## src/rtl/dmarq_pkg.sv

```systemverilog
package dmarq_pkg;

    localparam int SEL_W   = 4;
    localparam int NUM_REQ = 5;
    localparam int LINE_W  = $clog2(NUM_REQ);

    localparam logic [LINE_W-1:0] LN_P1_TXE = 0;
    localparam logic [LINE_W-1:0] LN_P1_RXF = 1;
    localparam logic [LINE_W-1:0] LN_P2_TXE = 2;
    localparam logic [LINE_W-1:0] LN_P2_RXF = 3;
    localparam logic [LINE_W-1:0] LN_TMR    = 4;

    typedef enum logic [1:0] {
        EP_EXTMEM  = 2'd0,
        EP_ONCHIP  = 2'd1,
        EP_SERDATA = 2'd2,
        EP_RSVD    = 2'd3
    } ep_class_e;

    typedef enum logic [2:0] {
        RS_NONE     = 3'd0,
        RS_DST_P1TX = 3'd1,
        RS_SRC_P1RX = 3'd2,
        RS_DST_P2TX = 3'd3,
        RS_SRC_P2RX = 3'd4
    } regsel_e;

    typedef struct packed {
        logic              valid;
        logic [LINE_W-1:0] line;
        ep_class_e         src;
        ep_class_e         dst;
        logic              burst_ok;
        regsel_e           regsel;
    } rule_t;

    function automatic rule_t rule_of(input logic [SEL_W-1:0] code);
        rule_t r;
        r = '{valid: 1'b0, line: '0, src: EP_RSVD, dst: EP_RSVD,
              burst_ok: 1'b0, regsel: RS_NONE};
        case (code)
            4'b1000: r = '{1'b1, LN_P1_TXE, EP_EXTMEM,  EP_SERDATA, 1'b0, RS_DST_P1TX};
            4'b1001: r = '{1'b1, LN_P1_RXF, EP_SERDATA, EP_EXTMEM,  1'b0, RS_SRC_P1RX};
            4'b1010: r = '{1'b1, LN_P2_TXE, EP_EXTMEM,  EP_SERDATA, 1'b0, RS_DST_P2TX};
            4'b1011: r = '{1'b1, LN_P2_RXF, EP_SERDATA, EP_EXTMEM,  1'b0, RS_SRC_P2RX};
            4'b1100: r = '{1'b1, LN_TMR,    EP_EXTMEM,  EP_EXTMEM,  1'b1, RS_NONE};
            4'b1101: r = '{1'b1, LN_TMR,    EP_EXTMEM,  EP_ONCHIP,  1'b1, RS_NONE};
            4'b1110: r = '{1'b1, LN_TMR,    EP_ONCHIP,  EP_EXTMEM,  1'b1, RS_NONE};
            default: ;
        endcase
        return r;
    endfunction

    function automatic logic enable_ok(input logic ch_en, input logic dma_en,
                                       input logic xend, input logic nmi,
                                       input logic aerr);
        return ch_en & dma_en & ~xend & ~nmi & ~aerr;
    endfunction

endpackage

```

## src/rtl/dmarq_decode.sv

```systemverilog
module dmarq_decode
    import dmarq_pkg::*;
(
    input  logic [SEL_W-1:0] sel,
    output rule_t            rule
);
    always_comb rule = rule_of(sel);
endmodule

```

## src/rtl/dmarq_check.sv

```systemverilog
module dmarq_check
    import dmarq_pkg::*;
(
    input  rule_t     rule,
    input  ep_class_e src,
    input  ep_class_e dst,
    input  logic      burst,
    output logic      cfg_bad,
    output logic      eff_burst
);
    logic ep_bad;
    logic mode_bad;

    always_comb begin
        ep_bad    = (src != rule.src) | (dst != rule.dst) |
                    (src == EP_RSVD) | (dst == EP_RSVD);
        mode_bad  = burst & ~rule.burst_ok;
        cfg_bad   = ~rule.valid | ep_bad | mode_bad;
        eff_burst = rule.valid & rule.burst_ok & burst;
    end
endmodule

```

## src/rtl/dmarq_trigger.sv

```systemverilog
module dmarq_trigger
    import dmarq_pkg::*;
#(
    parameter int N  = NUM_REQ,
    parameter int LW = (N > 1) ? $clog2(N) : 1
) (
    input  logic          clk,
    input  logic          rst,
    input  logic [N-1:0]  preq,
    input  logic          rule_valid,
    input  logic [LW-1:0] line,
    input  logic          en_ok,
    input  logic          cfg_bad,
    input  logic          ack,
    output logic          start_q
);
    logic [N-1:0] hit;
    logic lvl, prev_q, busy_q, rise, fire;

    for (genvar i = 0; i < N; i++) begin : g_line
        assign hit[i] = preq[i] & (line == LW'(i));
    end

    always_comb begin
        lvl  = rule_valid & (|hit);
        rise = lvl & ~prev_q;
        fire = rise & en_ok & ~cfg_bad & ~busy_q;
    end

    always_ff @(posedge clk) begin
        if (rst) begin
            prev_q  <= 1'b0;
            busy_q  <= 1'b0;
            start_q <= 1'b0;
        end else begin
            prev_q  <= lvl;
            start_q <= fire;
            if (busy_q) busy_q <= ~(ack | ~en_ok);
            else        busy_q <= fire;
        end
    end

    p_one_shot_r2: assert property (@(posedge clk) disable iff (rst)
        start_q |=> !start_q);

    p_from_edge_r2: assert property (@(posedge clk) disable iff (rst)
        start_q |-> $past(rise));

    p_hold_busy_r4: assert property (@(posedge clk) disable iff (rst)
        (busy_q && en_ok && !ack) |=> (busy_q && !start_q));

    p_drop_clears_r5: assert property (@(posedge clk) disable iff (rst)
        (busy_q && !en_ok) |=> !busy_q);
endmodule

```

## src/rtl/dmarq_router.sv

```systemverilog
module dmarq_router
    import dmarq_pkg::*;
(
    input  logic             clk,
    input  logic             rst,
    input  logic [SEL_W-1:0] req_sel_i,
    input  logic [NUM_REQ-1:0] preq_i,
    input  logic             ch_en_i,
    input  logic             dma_en_i,
    input  logic             xfer_end_i,
    input  logic             nmi_flag_i,
    input  logic             addr_err_i,
    input  logic [1:0]       src_class_i,
    input  logic [1:0]       dst_class_i,
    input  logic             burst_i,
    input  logic             ack_i,
    output logic             start_o,
    output logic [2:0]       regsel_o,
    output logic             mode_o,
    output logic             cfg_err_o
);
    rule_t rule;
    logic  cfg_bad, eff_burst, en_ok;

    dmarq_decode i_decode (.sel(req_sel_i), .rule(rule));

    dmarq_check i_check (
        .rule      (rule),
        .src       (ep_class_e'(src_class_i)),
        .dst       (ep_class_e'(dst_class_i)),
        .burst     (burst_i),
        .cfg_bad   (cfg_bad),
        .eff_burst (eff_burst)
    );

    always_comb en_ok = enable_ok(ch_en_i, dma_en_i, xfer_end_i, nmi_flag_i, addr_err_i);

    dmarq_trigger #(.N(NUM_REQ), .LW(LINE_W)) i_trigger (
        .clk        (clk),
        .rst        (rst),
        .preq       (preq_i),
        .rule_valid (rule.valid),
        .line       (rule.line),
        .en_ok      (en_ok),
        .cfg_bad    (cfg_bad),
        .ack        (ack_i),
        .start_q    (start_o)
    );

    always_ff @(posedge clk) begin
        if (rst) begin
            regsel_o  <= RS_NONE;
            mode_o    <= 1'b0;
            cfg_err_o <= 1'b0;
        end else begin
            regsel_o  <= rule.regsel;
            mode_o    <= eff_burst;
            cfg_err_o <= cfg_bad;
        end
    end

    p_err_no_start_r9: assert property (@(posedge clk) disable iff (rst)
        start_o |-> !cfg_err_o);

    p_bad_code_r9: assert property (@(posedge clk) disable iff (rst)
        (!$past(rst) && ($past(req_sel_i) < 4'b1000 || $past(req_sel_i) == 4'b1111))
        |-> cfg_err_o);

    p_serial_cs_r7: assert property (@(posedge clk) disable iff (rst)
        (regsel_o != 3'd0) |-> !mode_o);

    p_start_needs_en_r3: assert property (@(posedge clk) disable iff (rst)
        start_o |-> $past(en_ok));
endmodule

```

## config.mk

```make
export PLATFORM = sky130hd
export DESIGN_NAME = dmarq_router
export DESIGN_NICKNAME = d
export VERILOG_FILES = /design/src/rtl/dmarq_pkg.sv /design/src/rtl/dmarq_decode.sv /design/src/rtl/dmarq_check.sv /design/src/rtl/dmarq_trigger.sv /design/src/rtl/dmarq_router.sv
export SDC_FILE = /design/constraint.sdc
export NUM_CORES = 1
export LEC_CHECK = 0
export BUFFER_PORTS_ARGS = -buffer_cell sky130_fd_sc_hd__buf_2
export CAP_MARGIN = 20
export CORE_AREA = 5 5 42 44
export DETAILED_ROUTE_END_ITERATION = 6
export DIE_AREA = 0 0 47 49
export HOLD_SLACK_MARGIN = 0.03
export PLACE_DENSITY = 0.73
export SLEW_MARGIN = 20
export SYNTH_ARGS = -nofsm -noshare
export SYNTH_HDL_FRONTEND = slang
export SYNTH_SLANG_ARGS = --single-unit
```

## constraint.sdc

```tcl
create_clock -name clk -period 3.4 [get_ports clk]
set_clock_uncertainty 0.2 [all_clocks]
set_input_delay 1.02 -clock clk [delete_from_list [all_inputs] [get_ports clk]]
set_output_delay 1.02 -clock clk [all_outputs]
set_load 0.05 [all_outputs]
```

==> flow_metrics.py, run 1 <==
metrics = {
    "sta": {
        "rsz0062_at_grt": "no",
        "relSlewSlack_pct": 83.9,
        "post-route-period-util_pct": 59.6,
        "report.final.slew_viol_count": 0,
        "setup_tns_ns": 0,
        "worstMarginPinSlew_ns": 0.240,
        "setup-violations-final": 0,
        "final.min_clock_period_ns": 2.03,
        "final_hold_viol_count": 0,
        "fmax_mhz": 494,
    },
    "route": {
        "dr_total_vias": 501,
        "initialDrtViolationCount": 7,
        "drc": 0,
        "drt-met1-wl_um": 463,
        "top_layer": "met4",
        "vias_per_cell": 5.16,
        "wl_met3_um": 116,
        "dr.pass1.iters": 4,
        "wire_per_inst_um": 11.5,
        "ant_nets": 0,
        "wl_um": 1110,
        "wl_met2_um": 496,
    },
    "grt": {
        "grt_usage_pct": 10.4,
        "antenna_found_initial": 0,
        "grt_pass1_vias": 482,
        "grt_overflow": 0,
        "grt_pass1_wl_um": 1800,
        "grt_max_degree": 11,
    },
    "clocking": {
        "cts_max_level": 1,
        "post_cts_buffers": 0,
        "clk_pin_slew_ns": 0.05,
        "clock_latency_ns": 0.25,
        "hold_buffers": 0,
        "root_buffer": "clkbuf_4",
        "cts_tree": "done",
        "ctsResizeCount": 0,
        "clockBufferDepth": 2,
        "cts_inserted_buffers": 3,
        "numClockSinks": 8,
    },
    "yosys": {
        "syn_inst": 53,
        "syn-num-nets": 75,
        "syn-cell-area_sq_um": 454,
        "ys_seq_area_share_pct": 35.3,
        "synth_top_cell_by_area": "dfxtp_1",
        "avgSynthCellArea_sq_um": 8.57,
        "ys_ff_latch": 8,
        "synth_area_leaders": "dfxtp_1 35%, and4bb_1 5.5%, nor2b_1 5.5%, mux2_1 5.0%, nand2_1 5.0%",
        "synth_cell_type_count": 26,
        "synth-warning-count": 0,
        "synth_top_cell_area_share_pct": 35.3,
    },
    "min_path": {
        "min_to": "i_trigger.busy_q$_SDFF_PP0_",
        "holdCritStartpoint": "i_trigger.busy_q$_SDFF_PP0_",
        "min_path_type": "flop to flop",
        "hold_path_depth": 2,
    },
    "power": {
        "p_total_mw": 0.213,
        "pwr-share-comb_pct": 21.4,
        "power.share.clock_pct": 33.3,
        "p_int_mw": 0.156,
        "swShare_pct": 26.9,
        "vdd_drop_max_v": 0.000114,
        "p_seq_share_pct": 45.3,
        "p_per_area_nw_per_um2": 348,
        "p_leak_nw": 0.296,
        "switchingPower_mw": 0.0573,
    },
    "setup_path": {
        "crit_buf_inv": 1,
        "cpMaxStageDelayCell": "dfxtp_1",
        "rr_endpoint": "i_trigger.busy_q$_SDFF_PP0_",
        "cp_top_family": "flip-flops",
        "critPathMaxStageDelay_ns": 0.30,
        "cp_max_fo": 1,
        "start_kind": "flop",
        "end_kind": "output pin",
        "r2r_start": "i_trigger.busy_q$_SDFF_PP0_",
        "crit_chain": "buf_2",
        "rrSetupSlack_ns": 2.34,
        "cp.arrival_ns": 0.81,
        "crit_type": "flop to output pin",
        "reg2reg_depth": 3,
        "crit_required_ns": 2.18,
    },
    "placement": {
        "dpl_cell_area_sq_um": 591,
        "gp_congestion": 0.849,
        "port_buffers": 27,
        "dp_hpwl_um": 916,
    },
    "floorplanning": {
        "die_h_um": 49,
        "start_util_pct": 32.4,
        "fp-row-count": 14,
        "die_area_sq_um": 2300,
        "core-area_sq_um": 1400,
        "io_pins": 28,
        "die_w_um": 47,
    },
    "layout": {
        "fin_area_sq_um": 613,
        "num-fill-cells": 150,
        "syn_to_final_growth_pct": 35.0,
        "drive_gt1_share_pct": 42.0,
        "layout_common_cells": "27 x buf_2, 8 x dfxtp_1, 6 x nand2_1",
        "finalNetCount": 105,
        "diodes": 0,
        "final_common_cell": "buf_2",
    },
    "flow_run": {
        "cap_violations": 0,
    },
    "status": {
        "status": "completed",
    },
}
## sequential cells by signal, indices dropped and copies added, names as in the netlist
| name | flops |
|---|---|
| mode_o | 1 |
| regsel_o | 3 |
| i_trigger.busy_q | 1 |
| i_trigger.start_q | 1 |
| i_trigger.prev_q | 1 |
| cfg_err_o | 1 |
## cell type report
| class | instances | area, sq um | area share [%] |
|---|---|---|---|
| inverter | 2 | 7.51 | 1.22 |
| timing repair buffer | 27 | 135 | 22.0 |
| tap | 16 | 20.0 | 3.27 |
| clock buffer | 3 | 22.5 | 3.67 |
| sequential | 8 | 160 | 26.1 |
| multi-input combinational | 41 | 268 | 43.7 |
## stage by stage
step,worst slack [ns],instances,hold slack (ns),util [%]
floorplan,1.26,53,0.241,-
global placement,1.19,94,0.259,42.1
detailed placement,1.15,94,0.260,42.1
CTS,1.37,97,0.269,43.8
global route,1.33,97,0.288,43.8
finish,1.37,97,0.271,43.8
## synth_stat cells
cell type	number
buf_4	1
inv_1	1
o21bai_1	1
a21oi_1	1
o21ai_0	2
or4_1	1
mux2_1	2
a21oi_2	1
nor4bb_1	1
o22ai_1	1
a31oi_1	2
buf_6	1
nand4_2	1
inv_2	1
o21ai_1	1
a22oi_2	1
nor3_1	4
dfxtp_1	8
nand4b_1	1
nor2b_1	4
and4bb_1	2
and2b_1	1
xnor2_1	1
nor2_1	4
nand3_1	3
nand2_1	6
## cell families after synthesis
family | Yosys count | share of synthesized area (%)
compound gates | 10 | 14.9
simple gates | 28 | 37.2
flops | 8 | 35.3
buf+inv | 4 | 5.78
xor+xnor | 1 | 1.93
mux | 2 | 4.96
## worst max path at each step
stage,start,endpoint,slack (ns),depth (start not counted)
global placement,req_sel_i[1],i_trigger.busy_q$_SDFF_PP0_,1.19,6
global route,req_sel_i[3],i_trigger.busy_q$_SDFF_PP0_,1.33,6
CTS,regsel_o[0]$_SDFF_PP0_,regsel_o[0],1.37,1
detailed placement,req_sel_i[0],i_trigger.busy_q$_SDFF_PP0_,1.15,6
finish,regsel_o[0]$_SDFF_PP0_,regsel_o[0],1.37,1
floorplan,req_sel_i[1],i_trigger.busy_q$_SDFF_PP0_,1.26,6
## per-layer routing
| layer | up-vias | global-route usage, % |
|---|---|---|
| met5 | - | 0 |
| met4 | 0 | 6.91 |
| met3 | 5 | 2.58 |
| met2 | 27 | 14.7 |
| met1 | 221 | 13.5 |
| li1 | 248 | - |
## power by group through the flow
| stage | clock network, mW | logic (mW) | registers (mW) |
|---|---|---|---|
| after detailed placement | 0 | 0.0453 | 0.0986 |
| after global routing | 0.0770 | 0.0500 | 0.0968 |
| after CTS | 0.0728 | 0.0456 | 0.0967 |
| after global placement | 0 | 0.0443 | 0.0987 |
| final | 0.0710 | 0.0456 | 0.0967 |
| after floorplan | 0 | 0.0209 | 0.105 |
No activity file was read; power rests on OpenSTA's default activity.
==> run 2, diff against run 1 <==
- PLACE_DENSITY: 0.73 -> 0.76
- clock period: 3.4 -> 1.8 ns (I/O delays scaled with it)
==> run 2 against run 1 <==
  * Worst hold slack got worse by 0.0024 ns
  * Highest routed layer is now met3
  * Count of clock-buffer cells in the layout unchanged
  * Sequential share of layout area unchanged
  * Sequential power increased by 89%
  * Wire length increased by 0.81%
  * Power increased by 87%
  * Final cell count unchanged
  * Worst setup slack got worse by 1.1 ns
  * Combinational power increased by 88%
  * Clock power increased by 85%
  * Largest cell class unchanged
  * First-iteration DRC count increased by 14%
  * Global-route usage increased by 0.20 points
  * Largest power group unchanged
==> flow_metrics.py, run 2 (synthesis gave the netlist of run 1 again) <==
metrics = {
    "min_path": {
        "hold_path_depth": 2,
        "min_path_type": "flop to flop",
        "min_to": "i_trigger.busy_q$_SDFF_PP0_",
        "holdCritStartpoint": "i_trigger.busy_q$_SDFF_PP0_",
    },
    "floorplanning": {
        "core-area_sq_um": 1400,
        "io_pins": 28,
        "die_h_um": 49,
        "die_w_um": 47,
        "fp-row-count": 14,
        "start_util_pct": 32.4,
        "die_area_sq_um": 2300,
    },
    "route": {
        "vias_per_cell": 5.10,
        "dr.pass1.iters": 4,
        "ant_nets": 0,
        "dr_total_vias": 495,
        "initialDrtViolationCount": 8,
        "wire_per_inst_um": 11.5,
        "wl_um": 1120,
        "drc": 0,
    },
    "setup_path": {
        "r2r_start": "i_trigger.busy_q$_SDFF_PP0_",
        "cpMaxStageDelayCell": "dfxtp_1",
        "end_kind": "output pin",
        "crit_buf_inv": 1,
        "reg2reg_depth": 3,
        "rrSetupSlack_ns": 0.71,
        "crit_chain": "buf_2",
        "critPathMaxStageDelay_ns": 0.31,
        "start_kind": "flop",
        "cp_max_fo": 1,
        "cp.arrival_ns": 0.81,
        "cp_top_family": "flip-flops",
        "rr_endpoint": "i_trigger.busy_q$_SDFF_PP0_",
        "crit_type": "flop to output pin",
        "crit_required_ns": 1.06,
    },
    "power": {
        "p_leak_nw": 0.296,
        "p_per_area_nw_per_um2": 652,
        "vdd_drop_max_v": 0.000207,
    },
    "layout": {
        "finalNetCount": 105,
        "diodes": 0,
        "layout_common_cells": "27 x buf_2, 8 x dfxtp_1, 6 x nand2_1",
        "largest_reg_flops": 3,
        "largest-register": "regsel_o",
        "drive_gt1_share_pct": 42.0,
        "syn_to_final_growth_pct": 35.0,
        "final_common_cell": "buf_2",
        "fin_cells": 97,
    },
    "sta": {
        "hold_ws_ns": 0.269,
        "setup_slack_ns": 0.254,
        "setup-violations-final": 0,
        "final.min_clock_period_ns": 1.55,
        "final_hold_viol_count": 0,
        "relSlewSlack_pct": 83.1,
        "report.final.slew_viol_count": 0,
        "setup_tns_ns": 0,
        "rsz0062_at_grt": "no",
        "post-route-period-util_pct": 85.9,
        "worstMarginPinSlew_ns": 0.254,
        "fmax_mhz": 647,
    },
    "placement": {
        "placed_cells": 94,
        "port_buffers": 27,
        "dp_hpwl_um": 959,
        "place_ws_ns": 0.0139,
        "gp_congestion": 0.754,
    },
    "clocking": {
        "ctsResizeCount": 0,
        "cts_tree": "done",
        "clock_latency_ns": 0.25,
        "cts_max_level": 1,
        "root_buffer": "clkbuf_4",
        "clk_pin_slew_ns": 0.05,
        "cts_inserted_buffers": 3,
        "clockBufferDepth": 2,
        "post_cts_buffers": 0,
        "numClockSinks": 8,
        "hold_buffers": 0,
    },
    "flow_run": {
        "cap_violations": 0,
    },
    "grt": {
        "grt_usage_pct": 10.6,
        "grt_max_degree": 11,
        "antenna_found_initial": 0,
        "grt_overflow": 0,
        "grt_pass1_vias": 457,
        "grt_pass1_wl_um": 1800,
    },
    "status": {
        "status": "completed",
    },
}
[run 2: cell counts in the layout (fill, tap and decap cells not counted)]
No cell type changed its count.
[run 2: worst min-delay path, delay by kind of cell (launching register included)]
family / cells / cell delay [ns]
compound gates: 1 / 0.04
simple gates: 1 / 0.07
flops: 1 / 0.31
[run 2: through the flow]
| stage | power, mW | cell area, sq um | util (%) |
|---|---|---|---|
| finish | 0.400 | 613 | 43.8 |
| global route | 0.428 | 613 | 43.8 |
| CTS | 0.408 | 613 | 43.8 |
| detailed placement | 0.272 | 591 | 42.1 |
| global placement | 0.270 | 591 | 42.1 |
| floorplan | 0.239 | 454 | - |
[run 2: layer usage]
layer / vias to the layer above / wire length [um] / global-route usage [%]
met5: - / 0 / 0
met3: 0 / 94 / 3.69
li1: 249 / - / -
met4: 0 / 0 / 5.53
met2: 17 / 588 / 17.2
met1: 229 / 438 / 11.6
[run 2: worst max path at each step]
stage	from	end	cells after the start
detailed placement	req_sel_i[0]	i_trigger.busy_q$_SDFF_PP0_	6
global route	req_sel_i[0]	i_trigger.busy_q$_SDFF_PP0_	6
floorplan	req_sel_i[1]	i_trigger.busy_q$_SDFF_PP0_	6
finish	regsel_o[0]$_SDFF_PP0_	regsel_o[0]	1
global placement	req_sel_i[3]	i_trigger.busy_q$_SDFF_PP0_	6
CTS	regsel_o[0]$_SDFF_PP0_	regsel_o[0]	1
[run 2: area by class of cell]
class / instances / area (sq um)
Clock buffer: 3 / 22.5
Fill cell: 144 / 788
Inverter: 2 / 7.51
Multi-Input combinational cell: 41 / 268
Sequential cell: 8 / 160
Tap cell: 16 / 20.0
Timing Repair Buffer: 27 / 135
[run 2: power by group]
part / leakage (nW) / switching, mW / internal [mW]
Combinational: 0.217 / 0.0492 / 0.0366
Clock: 0.0138 / 0.0552 / 0.0759
Sequential: 0.0652 / 0.000928 / 0.182
